==> config.mk <==
export PLATFORM = sky130hd
export DESIGN_NAME = ecc_wr_merge_gen
export DESIGN_NICKNAME = d
export VERILOG_FILES = /design/src/rtl/ecc_wr_pkg.sv /design/src/rtl/ecc_byte_merge.sv /design/src/rtl/ecc_check_gen.sv /design/src/rtl/ecc_wr_merge_gen.sv
export SDC_FILE = /design/constraint.sdc
export NUM_CORES = 1
export LEC_CHECK = 0
export BUFFER_PORTS_ARGS = -buffer_cell sky130_fd_sc_hd__buf_2
export CORE_ASPECT_RATIO = 0.7
export CORE_MARGIN = 2
export CORE_UTILIZATION = 44
export CTS_CLUSTER_DIAMETER = 150
export CTS_CLUSTER_SIZE = 30
export DETAILED_ROUTE_END_ITERATION = 16
export PLACE_DENSITY = 0.79
export SYNTH_ARGS = -nofsm -noshare
export SYNTH_HDL_FRONTEND = slang
export SYNTH_HIERARCHICAL = 1
export SYNTH_SLANG_ARGS = --single-unit
==> constraint.sdc <==
create_clock -name clk -period 3.2 [get_ports clk]
set_input_delay 0.32 -clock clk [delete_from_list [all_inputs] [get_ports clk]]
set_output_delay 0.32 -clock clk [all_outputs]
set_load 0.1 [all_outputs]
==> src/rtl/ecc_wr_pkg.sv <==
// Package ecc_wr_pkg
// Shared sizes and a helper for the ECC write path.
// Assumes byte-sized mask lanes and a Hamming code extended by one parity bit.
package ecc_wr_pkg;
    localparam int DEF_DATA_W = 64;
    localparam int DEF_BYTE_W = 8;

    // Smallest r with 2**r >= dw + r + 1 (Hamming check-bit count).
    function automatic int ham_bits(input int dw);
        int r;
        r = 1;
        while ((1 << r) < dw + r + 1) r++;
        return r;
    endfunction
endpackage

==> src/rtl/ecc_byte_merge.sv <==
// Module ecc_byte_merge
// Builds the word that gets protected. In merge mode each byte lane takes
// the old byte when its mask bit is set, and the new byte when it is clear.
// In full-write mode every lane takes the new byte.
// Assumes DATA_W is a whole multiple of BYTE_W.
module ecc_byte_merge #(
    parameter int DATA_W = 64,
    parameter int BYTE_W = 8,
    localparam int NLANE = DATA_W / BYTE_W
) (
    input  logic [DATA_W-1:0] new_word,
    input  logic [DATA_W-1:0] prev_word,
    input  logic [NLANE-1:0]  keep_lane,
    input  logic              rmw_sel,
    output logic [DATA_W-1:0] merged_word
);
    for (genvar b = 0; b < NLANE; b++) begin : g_lane
        // Lane select: keep the old byte only in merge mode with the mask bit set.
        assign merged_word[b*BYTE_W +: BYTE_W] =
            (rmw_sel && keep_lane[b]) ? prev_word[b*BYTE_W +: BYTE_W]
                                      : new_word[b*BYTE_W +: BYTE_W];
    end
endmodule

==> src/rtl/ecc_check_gen.sv <==
// Module ecc_check_gen
// Combinational check bits for a SECDED code. Data bits take, in order,
// the integer positions that are not powers of two, starting at 3.
// Hamming bit k is the XOR of the data bits whose position has bit k set.
// The top bit is even parity over the data and the Hamming bits.
// Assumes HAM_W is large enough for DATA_W (see ecc_wr_pkg::ham_bits).
module ecc_check_gen #(
    parameter int DATA_W = 64,
    parameter int HAM_W  = 7,
    localparam int CHK_W = HAM_W + 1
) (
    input  logic [DATA_W-1:0] word,
    output logic [CHK_W-1:0]  chk
);
    // Coverage mask of Hamming bit k, worked out at elaboration.
    function automatic logic [DATA_W-1:0] cover_mask(input int k);
        logic [DATA_W-1:0] m;
        int idx;
        m   = '0;
        idx = 0;
        for (int pos = 1; pos < (1 << HAM_W); pos++) begin
            if ((pos & (pos - 1)) != 0 && idx < DATA_W) begin
                if (((pos >> k) & 1) == 1) m[idx] = 1'b1;
                idx++;
            end
        end
        return m;
    endfunction

    logic [HAM_W-1:0] ham;

    for (genvar k = 0; k < HAM_W; k++) begin : g_ham
        localparam logic [DATA_W-1:0] COVER = cover_mask(k);
        // Parity over the data bits that Hamming bit k covers.
        assign ham[k] = ^(word & COVER);
    end

    // Overall parity bit on top of the Hamming bits.
    assign chk = {(^word) ^ (^ham), ham};
endmodule

==> src/rtl/ecc_wr_merge_gen.sv <==
// Module ecc_wr_merge_gen (top)
// One registered stage: merges new bytes into the corrected old word
// (read-modify-write) or passes the new word (full write). It then appends
// the SECDED check bits computed on the result. out_valid follows in_valid
// by one cycle. The codeword register loads only on valid input.
// Assumes the old word is already corrected and lined up with in_valid.
module ecc_wr_merge_gen
    import ecc_wr_pkg::*;
#(
    parameter int DATA_W = DEF_DATA_W,
    parameter int BYTE_W = DEF_BYTE_W,
    localparam int NLANE  = DATA_W / BYTE_W,
    localparam int HAM_W  = ham_bits(DATA_W),
    localparam int CHK_W  = HAM_W + 1,
    localparam int CODE_W = DATA_W + CHK_W
) (
    input  logic              clk,
    input  logic              rst_n,
    input  logic              in_valid,
    input  logic [DATA_W-1:0] wr_data,
    input  logic [NLANE-1:0]  wr_mask,
    input  logic [DATA_W-1:0] old_data,
    input  logic              merge_en,
    output logic              out_valid,
    output logic [CODE_W-1:0] out_code
);
    logic [DATA_W-1:0] merged;
    logic [CHK_W-1:0]  chk_bits;

    ecc_byte_merge #(.DATA_W(DATA_W), .BYTE_W(BYTE_W)) u_merge (
        .new_word    (wr_data),
        .prev_word   (old_data),
        .keep_lane   (wr_mask),
        .rmw_sel     (merge_en),
        .merged_word (merged)
    );

    ecc_check_gen #(.DATA_W(DATA_W), .HAM_W(HAM_W)) u_gen (
        .word (merged),
        .chk  (chk_bits)
    );

    // Output stage: register valid every cycle, load the codeword on valid input.
    always_ff @(posedge clk) begin
        if (!rst_n) begin
            out_valid <= 1'b0;
            out_code  <= '0;
        end else begin
            out_valid <= in_valid;
            if (in_valid) out_code <= {chk_bits, merged};
        end
    end
endmodule

After elaboration in Yosys (flattened, before gate mapping)
Index checks and enable logic that the tools add are counted.

Register bits after elaboration: 73. Input bits: 140. Output and inout bits: 73.

Mux-type cells: 8. Bitwise operators: 1. Reductions and logical operators: 17.

Operator list (number): 64-bit parity (8); 8-bit 2-to-1 mux (8); 1-bit logical AND (8); 7-bit parity (1); 1-bit XOR (1).

Longest topological paths before layout
Gate-level depths: netlist of run 1.

Depth after elaboration: 5. Depth in mapped cells: 11.

Hierarchy
Netlist of run 1, hierarchy kept.

By module, submodules not included: ecc_wr_merge_gen (times used 1, cells each 234, area each 2830.2 µm², sequential area each 1461.4 µm²); ecc_check_gen (times used 1, cells each 107, area each 1311.3 µm², sequential area each 0.0 µm²); ecc_byte_merge (times used 1, cells each 73, area each 782.0 µm², sequential area each 0.0 µm²).

Worst setup path after synthesis of run 1
OpenSTA, ideal clock, no wires.

Kind: input to register. Start: input merge_en. End: register out_code[71]. Setup time: 0.120 ns. Data arrival time: 3.197 ns. Required time: 3.080 ns. Path slack: -0.117 ns. Cell stages on the path: 11. Cell sequence: buf_6 > nand2_2 > mux2_2 > xnor3_1 > xnor3_2 > xnor3_2 > xor3_2 > xnor3_1 > xnor2_1 > mux2i_1 > nor2b_1.

Longest elaborated chain between the ends: 5. Elaborated cells on any way between the ends: 26. Those cells by class: 8 x mux; 1 x bitwise; 17 x reduce/logical.

RTL lines: start: declaration (RTL line ecc_wr_merge_gen.sv:23) `input logic merge_en,`; 1-bit logical AND (*) (RTL line ecc_byte_merge.sv:20) `(rmw_sel && keep_lane[b]) ? prev_word[b*BYTE_W +: BYTE_W]`; 8-bit 2-to-1 mux (*) (RTL line ecc_byte_merge.sv:20); named net merged[53] (RTL line ecc_wr_merge_gen.sv:27) `logic [DATA_W-1:0] merged;`; 64-bit parity (RTL line ecc_check_gen.sv:35) `assign ham[k] = ^(word & COVER);`; 7-bit parity (RTL line ecc_check_gen.sv:39) `assign chk = {(^word) ^ (^ham), ham};`; 1-bit XOR (*) (RTL line ecc_check_gen.sv:39); named net chk_bits[7] (RTL line ecc_wr_merge_gen.sv:28) `logic [CHK_W-1:0] chk_bits;`; end signal: assignment (RTL line ecc_wr_merge_gen.sv:50) `if (in_valid) out_code <= {chk_bits, merged};`; end: declaration (RTL line ecc_wr_merge_gen.sv:25) `output logic [CODE_W-1:0] out_code`.

Mark *: on every way through the listed nets, which the timed path passes. The rest lies on a longest branch. A chain may end at the register's enable or synchronous reset.

Worst setup path in the final report of run 1
Start: input merge_en. End: register out_code[71].

Longest elaborated chain between the ends: 5. Elaborated cells on any way between the ends: 26. Those cells by class: 8 x mux; 1 x bitwise; 17 x reduce/logical.

RTL lines (RTL line): 1-bit logical AND (ecc_byte_merge.sv:20); 8-bit 2-to-1 mux (ecc_byte_merge.sv:20); named net merged[16] (ecc_wr_merge_gen.sv:27); 64-bit parity (ecc_check_gen.sv:35); named net chk_bits[2] (ecc_wr_merge_gen.sv:28); 7-bit parity (ecc_check_gen.sv:39); 1-bit XOR (ecc_check_gen.sv:39); named net chk_bits[7] (ecc_wr_merge_gen.sv:28).

The timed path passes the listed nets, and every way through them passes these cells.

==> results.md, run 1 <==
* Status: finished clean
* Final number of setup-violating endpoints at 0
* Critical Path AT at approximately 3300 ps
* First drt pass iteration count at 4
* Vias per inst at between 4 and 5
* WHS Endpoint: out_code[62]$_SDFFE_PN0P_
* Slew headroom at 27.9%
* Max Slew Vio Count at 0
* H-tree depth at 3
* Crit path depth at 12
* Die area at around 12,000 µm²
* Initial DRC count at 100
* Crit end category: register
* Yosys Warn Count at 6
* RSZ-0062 raised after global routing: false
* Worst-path fanout max at 8
* Fin worst setup slack at about 160 ps
* Post-synth net total at approximately 550
* Grt ovf at 0
* Tcrit/Tclk final at 95.1%
* Min-delay src: wr_data[62]
* Drt drc at 0
* IO Count at about 210
* Worst hold stages at 4
* Netlist Area Pre-Place at roughly 4900 µm²
* R2R depth at 2
* Post-detail-place hpwl at approximately 12,000 µm
* Core area at about 11,000 µm²
* R2R Path Start: out_code[44]$_SDFFE_PN0P_
* DR WL/cell at about 17 µm
* Mapped Cells at 414
* Reg clk slew, reported paths at roughly 60 ps
* Max-cap violations at 0
* Critical Path Start Type: input pin
* Nets at slightly above 800
* CTS root buf: clkbuf_16
* Worst-Margin Slew at roughly 1100 ps
* Placed cell count at just over 800
* Worst Hold Class: in -> reg
* TritonCTS Buffers at 9
* Sink Count at 73
* Crit path buffers/inverters at 2
* Most frequent cells in the layout: buf_2, dfxtp_1, mux2i_1, nor2b_1, mux2_2
* Commonest non-fill, non-tap cell in the layout: buf_2
* Critical path's top delay family: XOR/XNOR gates
* Average size of a mapped cell at around 12 µm²
* Rows at 32
* Via count of the first global-routing pass at about 4,000
* Vias at just under 4,000
* Worst reg2reg path endpoint: out_code[44]$_SDFFE_PN0P_
* CP required at approximately 3500 ps
* Slowest cell delay on critical path at approximately 470 ps
* Maximum vdd drop at ~0.52 mV
* Setup WS pre-CTS at -293 ps
* Slowest cell on crit path: xnor3_4
* Post-synthesis sequential area ratio at between 20 and 30%
* Clock latency at the later pin of the worst-skew pair at approximately 330 ps
* Final Hold Fails at 0
* Area delta synth->final at 36.7%
* WL final at ~14,000 µm
* Pwr per Cell Area at roughly 760 nW/µm²
* Max Clock Freq at 0.329 GHz
* Antenna viol nets, final at 0
* TritonCTS clock tree: built
* Die width at around 130 µm
* Crit path cell chain: buf_4 -> nand2_2 -> mux2_2 -> xnor3_1 -> xor2_1 -> buf_4 -> xnor3_1 -> xnor3_4 -> xnor3_1 -> xnor2_1 -> mux2i_1 -> nor2b_1
* Fraction of final layout cells sized beyond drive strength 1 at 53.6%
* Tot GR Track Use at approximately a quarter
* Port Buffer Count at around 210
* Tmin final at between 3000 and 4000 ps
* First-pass GRT wire length at approximately 21,000 µm
* Synth Register Bits at 73
* Largest net degree at the start of global routing at 74
* Diode count at 0
* Final Non-Filler Cells at between 800 and 900
* Initial antenna violation count at 0
* Flop2flop setup slack at about 2500 ps
* Die Height at a little over 90 µm
* Leakage at between 3 and 4 nW
* Crit Path Class: in -> reg
* Most used cell, CP: xnor3_1
* GPL Wtd Cong at between 0.8 and 0.9
* Initial core utilization at ~45%
* Synth cell types at 20
* Worst clock skew at 0 ps
* Clock Path Buffers at 2
what timing repair did:
item,4_1_cts,5_1_grt
setup endpoints to repair,0,1
gates resized for setup,0,2
setup buffers,0,1
hold buffers,0,0
layout make-up:
cell class	count	area [µm²]
well taps	153	191
repair buffers	263	1470
fillers	971	4240
flip-flops and latches	73	1460
clock buffers	12	267
clock inverters	4	73.8
multi-input cells	323	3260
inverters	1	3.75
how the worst max path moves through the flow:
| stage | start | to | slack, ps |
|---|---|---|---|
| floorplan | merge_en | out_code[71]$_SDFFE_PN0P_ | 40 |
| global placement | merge_en | out_code[71]$_SDFFE_PN0P_ | -200 |
| detailed placement | merge_en | out_code[71]$_SDFFE_PN0P_ | -290 |
| CTS | merge_en | out_code[71]$_SDFFE_PN0P_ | 50 |
| global route | merge_en | out_code[71]$_SDFFE_PN0P_ | 20 |
| finish | merge_en | out_code[71]$_SDFFE_PN0P_ | 160 |
synthesized netlist by cell type:
cell type / instances / share of area, %
dfxtp_1: 73 / 30
mux2i_1: 72 / 15
nor2b_1: 72 / 9.1
mux2_2: 64 / 15
xnor2_1: 63 / 11
xnor3_1: 16 / 7.3
xor2_1: 16 / 2.8
buf_12: 8 / 3.3
nand2_2: 8 / 1.0
clkbuf_1: 7 / 0.53
xnor3_2: 5 / 2.4
xor3_2: 2 / 1.0
and2_1: 1 / 0.13
buf_6: 1 / 0.23
clkbuf_2: 1 / 0.10
inv_1: 1 / 0.076
xnor2_2: 1 / 0.33
xnor3_4: 1 / 0.53
xor2_2: 1 / 0.33
xor3_4: 1 / 0.56
per-layer routing:
| layer | vias up | track usage (%) | part of all wire, % |
|---|---|---|---|
| li1 | 1916 | - | - |
| met1 | 1816 | 31.2 | 46 |
| met2 | 158 | 38.6 | 44 |
| met3 | 10 | 7.39 | 8.9 |
| met4 | 0 | 5.59 | 1.0 |
| met5 | - | 0 | 0 |
registers in the layout (all words and copies together) (netlist names):
name / flops
out_code: 72
out_valid: 1
per-stage QoR:
| stage | setup TNS (ps) | utilization (%) | instance area, µm² | hold WS [ps] | power (mW) |
|---|---|---|---|---|---|
| global placement | -200 | 58.2 | 6380 | 494 | 3.96 |
| finish | 0 | 61.4 | 6730 | 410 | 5.14 |
| global route | 0 | 61.4 | 6730 | 432 | 5.41 |
| floorplan | 0 | - | 4930 | 626 | 3.41 |
| detailed placement | -293 | 58.2 | 6380 | 501 | 4.00 |
| CTS | 0 | 61.3 | 6720 | 403 | 5.15 |
logic make-up after synthesis:
kind of cell  synth area share, %
mux                          29.3
flops                        29.7
xor+xnor                     26.6
simple gates                 10.3
buf+inv                      4.19
power breakdown:
group / switching, mW / internal, mW / total (mW)
registers: 0.0425 / 1.00 / 1.05
logic: 1.52 / 1.45 / 2.97
clock network: 0.383 / 0.746 / 1.13
total: 1.95 / 3.20 / 5.14
worst register-to-register path: stages (launching register included):
cell	delay (ps)
dfxtp_1	330
mux2i_1	80
nor2b_1	180
Note: power is estimated with default switching activity, not from simulation.
==> run 2, diff against run 1 <==
CORE_UTILIZATION = 45   (was 44)
PLACE_DENSITY = 0.77   (was 0.79)
clock period = 3.6 ns   (was 3.2 ns; I/O delays follow)
==> results.md, run 2 (synthesis results as in run 1) <==
* Tcrit/Tclk final at about nine tenths
* Fin area at 6360 µm² (-5.6%)
* Vias at 3,752 (-3.8%)
* Reg clk slew, reported paths at 60 ps (about the same)
* Max Clock Freq at approximately 0.31 GHz
* Via count of the first global-routing pass at 3,895 (-3.2%)
* Critical Path Start Type: input pin
* Die area at 11,800 µm² (-2.1%)
* Leakage at 3.17 nW (-6.5%)
* Diode count at 0 (unchanged)
* Initial core utilization at 46.8% (+2.0 points)
* # fillers at 876 (-9.8%)
* Nets at 773 (-4.7%)
* Placed Area at 6070 µm² (-4.9%)
* Final core utilization at 60.5% (-0.88 points)
* Sink Count at 73 (unchanged)
* Clock latency at the later pin of the worst-skew pair at 330 ps (about the same)
* R2R Path Start: out_code[46]$_SDFFE_PN0P_
* GPL Wtd Cong at 0.898 (+2.2%)
* Commonest non-fill, non-tap cell in the layout: buf_2
* Largest register FFs at 72 (unchanged)
* Most flops, register: out_code
* Final number of setup-violating endpoints at 0 (unchanged)
* Area delta synth->final at 29.1%
* Register area at 1460 µm² (unchanged)
* Drt drc at 0 (unchanged)
* Worst-Margin Slew at 1040 ps (-44.4 ps)
* Pwr per Cell Area at 676 nW/µm² (-12%)
* Tmin final at about 3200 ps
* Maximum vdd drop at 0.509 mV (-3.0%)
* Die width at 129 µm (-1.1%)
* Tot GR Track Use at 22.5% (-1.3 points)
* Antenna viol nets, final at 0 (unchanged)
* DR WL/cell at 17.0 µm (-0.61%)
* Rows at 31 (-3.1%)
* Min-delay src: old_data[12]
* WL final at 13,300 µm (-5.8%)
* TritonCTS Buffers at 9 (unchanged)
* Initial antenna violation count at 0 (unchanged)
* Most frequent cells in the layout: buf_2, dfxtp_1, mux2i_1, nor2b_1, mux2_2
* First drt pass iteration count at 4 (unchanged)
* Core area at 10,500 µm² (-4.2%)
* Flop2flop setup slack at 2930 ps (+390 ps)
* TritonCTS clock tree: built
* Setup TNS at 0 ps (unchanged)
* Clock Path Buffers at 2 (unchanged)
* IO Count at 213 (unchanged)
* Die Height at 91.5 µm (-1.1%)
* R2R depth at 2 (unchanged)
* Grt ovf at 0 (unchanged)
* Largest net degree at the start of global routing at 74 (unchanged)
* Fraction of final layout cells sized beyond drive strength 1 at 50.3% (-3.2 points)
* First-pass GRT wire length at 20,000 µm (-6.4%)
* Worst reg2reg path endpoint: out_code[46]$_SDFFE_PN0P_
* Final Hold Fails at 0 (unchanged)
* Power, Total at 4.30 mW (-16%)
* Status: finished clean
* Critical Path AT at 3470 ps (+170 ps)
* Port Buffer Count at 212 (unchanged)
* CTS root buf: clkbuf_16
* Hold Slack at 458 ps (+47.2 ps)
* Initial DRC count at 134 (+34%)
* CP required at 3870 ps (+410 ps)
* Vias per inst at 4.77 (+1.5%)
* Slew headroom at 30.9% (+3.0 points)
* Worst Hold Class: in -> reg
* Max Slew Vio Count at 0 (unchanged)
* RSZ-0062 raised after global routing: false
* Post-detail-place hpwl at 10,600 µm (-7.8%)
* Worst-path fanout max at 6 (-2)
* Top flop regs: out_code: 72 flops, out_valid: 1 flops
* Max-cap violations at 0 (unchanged)
* Post-CTS Hold Fix Bufs at 0 (unchanged)
* Crit end category: register
* Crit Path Class: in -> reg
* Worst clock skew at 0 ps (unchanged)
* Area of the multi-input gates at 3260 µm² (-0.15%)
* Post-cts resize count at 0 (unchanged)
* Worst hold stages at 4 (unchanged)
* Setup bufs post-CTS at 0 (unchanged)
* H-tree depth at 3 (unchanged)
* WHS Endpoint: out_code[12]$_SDFFE_PN0P_
run 2: cell types whose count changed in the layout (fill, tap and decap cells not counted):
cell       change
buf_4         -37
buf_2          +1
clkinv_4       -1
clkinv_2       +1
nand2_2        +1
clkbuf_1       +3
nand2_4        -1
buf_12         -2
clkbuf_8       -2
bufinv_16      -1
run 2: worst max path at each step:
stage                                     end  slack [ps]  cells past startpoint      from
floorplan           out_code[71]$_SDFFE_PN0P_         240                     11  merge_en
global placement    out_code[71]$_SDFFE_PN0P_         120                     11  merge_en
detailed placement  out_code[71]$_SDFFE_PN0P_          80                     11  merge_en
CTS                 out_code[71]$_SDFFE_PN0P_         420                     11  merge_en
global route        out_code[71]$_SDFFE_PN0P_         300                     11  merge_en
finish              out_code[71]$_SDFFE_PN0P_         400                     11  merge_en
run 2: power breakdown:
group / switching, mW / internal [mW]
clock network: 0.338 / 0.554
logic: 1.29 / 1.18
registers: 0.0408 / 0.891
total: 1.67 / 2.63
run 2: cell type report:
cell class                      instances  share of cell area (%)
Multi-Input combinational cell        323                    51.2
Sequential cell                        73                    23.0
Timing Repair Buffer                  225                    18.3
Clock buffer                           13                    3.94
Tap cell                              148                    2.91
Clock inverter                          3                   0.630
Inverter                                1                  0.0590
run 2: per-stage QoR:
step | worst slack [ps] | instances
floorplan | 243 | 414
global placement | 123 | 770
detailed placement | 83.3 | 770
CTS | 416 | 786
global route | 301 | 786
finish | 396 | 786
run 2: critical path, cell delays in order:
cell     delay [ps]
buf_2           160
nand2_2         150
mux2_2          390
xnor3_1         390
xnor3_2         410
xnor3_2         420
xor3_2          460
xnor3_1         360
xnor2_1         160
mux2i_1          90
nor2b_1         130
run 2: layer usage:
| metal | part of all wire [%] | vias to the layer above | GRT usage (%) |
|---|---|---|---|
| li1 | - | 1834 | - |
| met2 | 45 | 157 | 36.6 |
| met4 | 1.0 | 0 | 5.98 |
| met5 | 0 | - | 0 |
| met3 | 8.3 | 12 | 6.66 |
| met1 | 45 | 1749 | 29.3 |
==> run 3, diff against run 2 <==
CORE_ASPECT_RATIO = default   (was 0.7)
==> results.md, run 3 (synthesis results as in run 1) <==
* Status: finished clean
* DR WL/cell at 16.4 µm (-3.4%)
* Fin worst setup slack at 391 ps (-5.00 ps)
* R2R Path Start: out_code[61]$_SDFFE_PN0P_
* Worst-Margin Slew at 1010 ps (-25.8 ps)
* Tcrit/Tclk final at 89.1% (+0.14 points)
* Worst Hold Class: in -> reg
* Critical Path Start Type: input pin
* Post-CTS Hold Fix Bufs at 0 (unchanged)
* WL final at 12,700 µm (-4.8%)
* Worst-path fanout max at 5 (-1)
* Final number of setup-violating endpoints at 0 (unchanged)
* Area delta synth->final at 25.9%
* Largest net degree at the start of global routing at 74 (unchanged)
* H-tree depth at 3 (unchanged)
* Most used cell, CP: xnor3_1
* First drt pass iteration count at 4 (unchanged)
* Crit. Startpoint: merge_en
* Diode count at 0 (unchanged)
* Tmin final at 3210 ps (+5.00 ps)
* Fin area at 6200 µm² (-2.5%)
* Power, Total at 3.98 mW (-7.4%)
* CTS root buf: clkbuf_8
* First-pass GRT wire length at 19,000 µm (-5.1%)
* Initial DRC count at 94 (-30%)
* Slowest cell delay on critical path at 460 ps (about the same)
* Most frequent cells in the layout: buf_2, dfxtp_1, mux2i_1, nor2b_1, mux2_2
* Initial core utilization at 45.8% (-1.0 points)
* Vias at 3,690 (-1.7%)
* # fillers at 973 (+11%)
* Worst clock skew at 0 ps (unchanged)
* Critical Path AT at 3490 ps (+20 ps)
* Setup TNS at 0 ps (unchanged)
* Die width at 109 µm (-16%)
* WHS Endpoint: out_code[16]$_SDFFE_PN0P_
* Largest register FFs at 72 (unchanged)
* GPL Wtd Cong at 0.898 (about the same)
* TritonCTS Buffers at 9 (unchanged)
* Net Sw Power at 1.63 mW (-2.5%)
* R2R depth at 2 (unchanged)
* Rows at 38 (+23%)
* Die area at 11,800 µm² (-0.11%)
* Area of the multi-input gates at 3260 µm² (unchanged)
* Crit path cell chain: buf_2 -> buf_4 -> nand2_2 -> mux2_2 -> xor3_2 -> xnor2_2 -> xnor3_1 -> xnor3_4 -> xnor3_1 -> xnor2_1 -> mux2i_1 -> nor2b_1
* Antenna viol nets, final at 0 (unchanged)
* Placed cell count at 758 (-1.6%)
* Crit end category: register
* Worst hold stages at 4 (unchanged)
* IO Count at 213 (unchanged)
* Slowest cell on crit path: xnor3_4
* Slew headroom at 32.6% (+1.7 points)
* Clock latency at the later pin of the worst-skew pair at 340 ps (about the same)
* Die Height at 109 µm (+19%)
* Comb power frac at 62.0% (+4.5 points)
* Top flop regs: out_code: 72 flops, out_valid: 1 flops
* Grt ovf at 0 (unchanged)
* Setup WS pre-CTS at 54.7 ps (-28.6 ps)
* Post-cts resize count at 0 (unchanged)
* Sink Count at 73 (unchanged)
* Via count of the first global-routing pass at 3,752 (-3.7%)
* CP required at 3880 ps (about the same)
* Max Clock Freq at 0.312 GHz (-0.16%)
* Port Buffer Count at 212 (unchanged)
* Final Hold Fails at 0 (unchanged)
* Reg clk slew, reported paths at 70 ps (about the same)
* Register area at 1460 µm² (unchanged)
* Net Sw Frac at 40.8% (+2.0 points)
* Final Non-Filler Cells at 774 (-1.5%)
* Crit Path Class: in -> reg
* Most flops, register: out_code
* Max Slew Vio Count at 0 (unchanged)
* Flop2flop setup slack at 2970 ps (+40 ps)
* Register share of total power at 23.3% (+1.6 points)
* Min-delay src: old_data[16]
* Max-cap violations at 0 (unchanged)
* Clock Power Share at 14.7% (-6.1 points)
* Commonest non-fill, non-tap cell in the layout: buf_2
* Worst reg2reg path endpoint: out_code[61]$_SDFFE_PN0P_
* Maximum vdd drop at 0.478 mV (-6.1%)
* Setup bufs post-CTS at 0 (unchanged)
* Vias per inst at 4.77 (-0.13%)
* RSZ-0062 raised after global routing: false
* Post-detail-place hpwl at 10,200 µm (-4.0%)
* Drt drc at 0 (unchanged)
* Leakage at 3.10 nW (-2.2%)
* TritonCTS clock tree: built
* Pwr per Cell Area at 642 nW/µm² (-5.0%)
* Clock Path Buffers at 2 (unchanged)
* Nets at 769 (-0.52%)
* Placed Area at 6030 µm² (-0.66%)
* Fraction of final layout cells sized beyond drive strength 1 at 50.2% (-0.16 points)
* Tot GR Track Use at 21.5% (-1.1 points)
* Core area at 10,700 µm² (+2.2%)
* Initial antenna violation count at 0 (unchanged)
* Int Power at 2.35 mW (-10%)
[run 3: changes by cell type in the layout (fill, tap and decap cells not counted)]
cell / delta
bufinv_16: -1
buf_4: -4
clkbuf_16: -9
clkinv_2: +1
clkbuf_1: -1
clkbuf_8: +10
[run 3: how the worst max path moves through the flow]
stage                           endpoint  cells after the start
2_1_floorplan  out_code[71]$_SDFFE_PN0P_                     11
3_3_place_gp   out_code[71]$_SDFFE_PN0P_                     11
3_5_place_dp   out_code[71]$_SDFFE_PN0P_                     12
4_1_cts        out_code[71]$_SDFFE_PN0P_                     12
5_1_grt        out_code[71]$_SDFFE_PN0P_                     12
6_report       out_code[71]$_SDFFE_PN0P_                     12
[run 3: through the flow]
stage          hold slack [ps]  util [%]
2_1_floorplan              666         -
3_3_place_gp               492      56.1
3_5_place_dp               499      56.1
4_1_cts                    426      57.7
5_1_grt                    456      57.7
6_report                   440      57.7
[run 3: power by group through the flow]
| stage | Clock [mW] | Combinational, mW | Sequential, mW |
|---|---|---|---|
| 3_5_place_dp | 0 | 2.47 | 0.945 |
| 5_1_grt | 0.643 | 2.60 | 0.934 |
| 6_report | 0.585 | 2.47 | 0.927 |
| 3_3_place_gp | 0 | 2.44 | 0.942 |
| 4_1_cts | 0.606 | 2.48 | 0.927 |
| 2_1_floorplan | 0 | 1.56 | 1.48 |
[run 3: layer usage]
layer | part of all wire (%) | vias up | track usage (%)
met4 | 1.9 | 0 | 8.33
met5 | 0 | - | 0
li1 | - | 1829 | -
met1 | 43 | 1725 | 26.6
met3 | 5.7 | 17 | 4.46
met2 | 50 | 119 | 36.5
[run 3: worst max-delay path: cells and delay by family]
kind / cells / cell delay, ps
XOR/XNOR: 6 / 2010
multiplexers: 2 / 490
buffers and inverters: 2 / 370
AND/OR/NAND/NOR: 2 / 250
[run 3: area by class of cell]
type                    instances  area share, %
inverters                       1         0.0605
clock buffers                  13           2.56
well taps                     140           2.82
clock inverters                 3          0.242
multi-input cells             323           52.5
flip-flops and latches         73           23.6
repair buffers                221           18.2
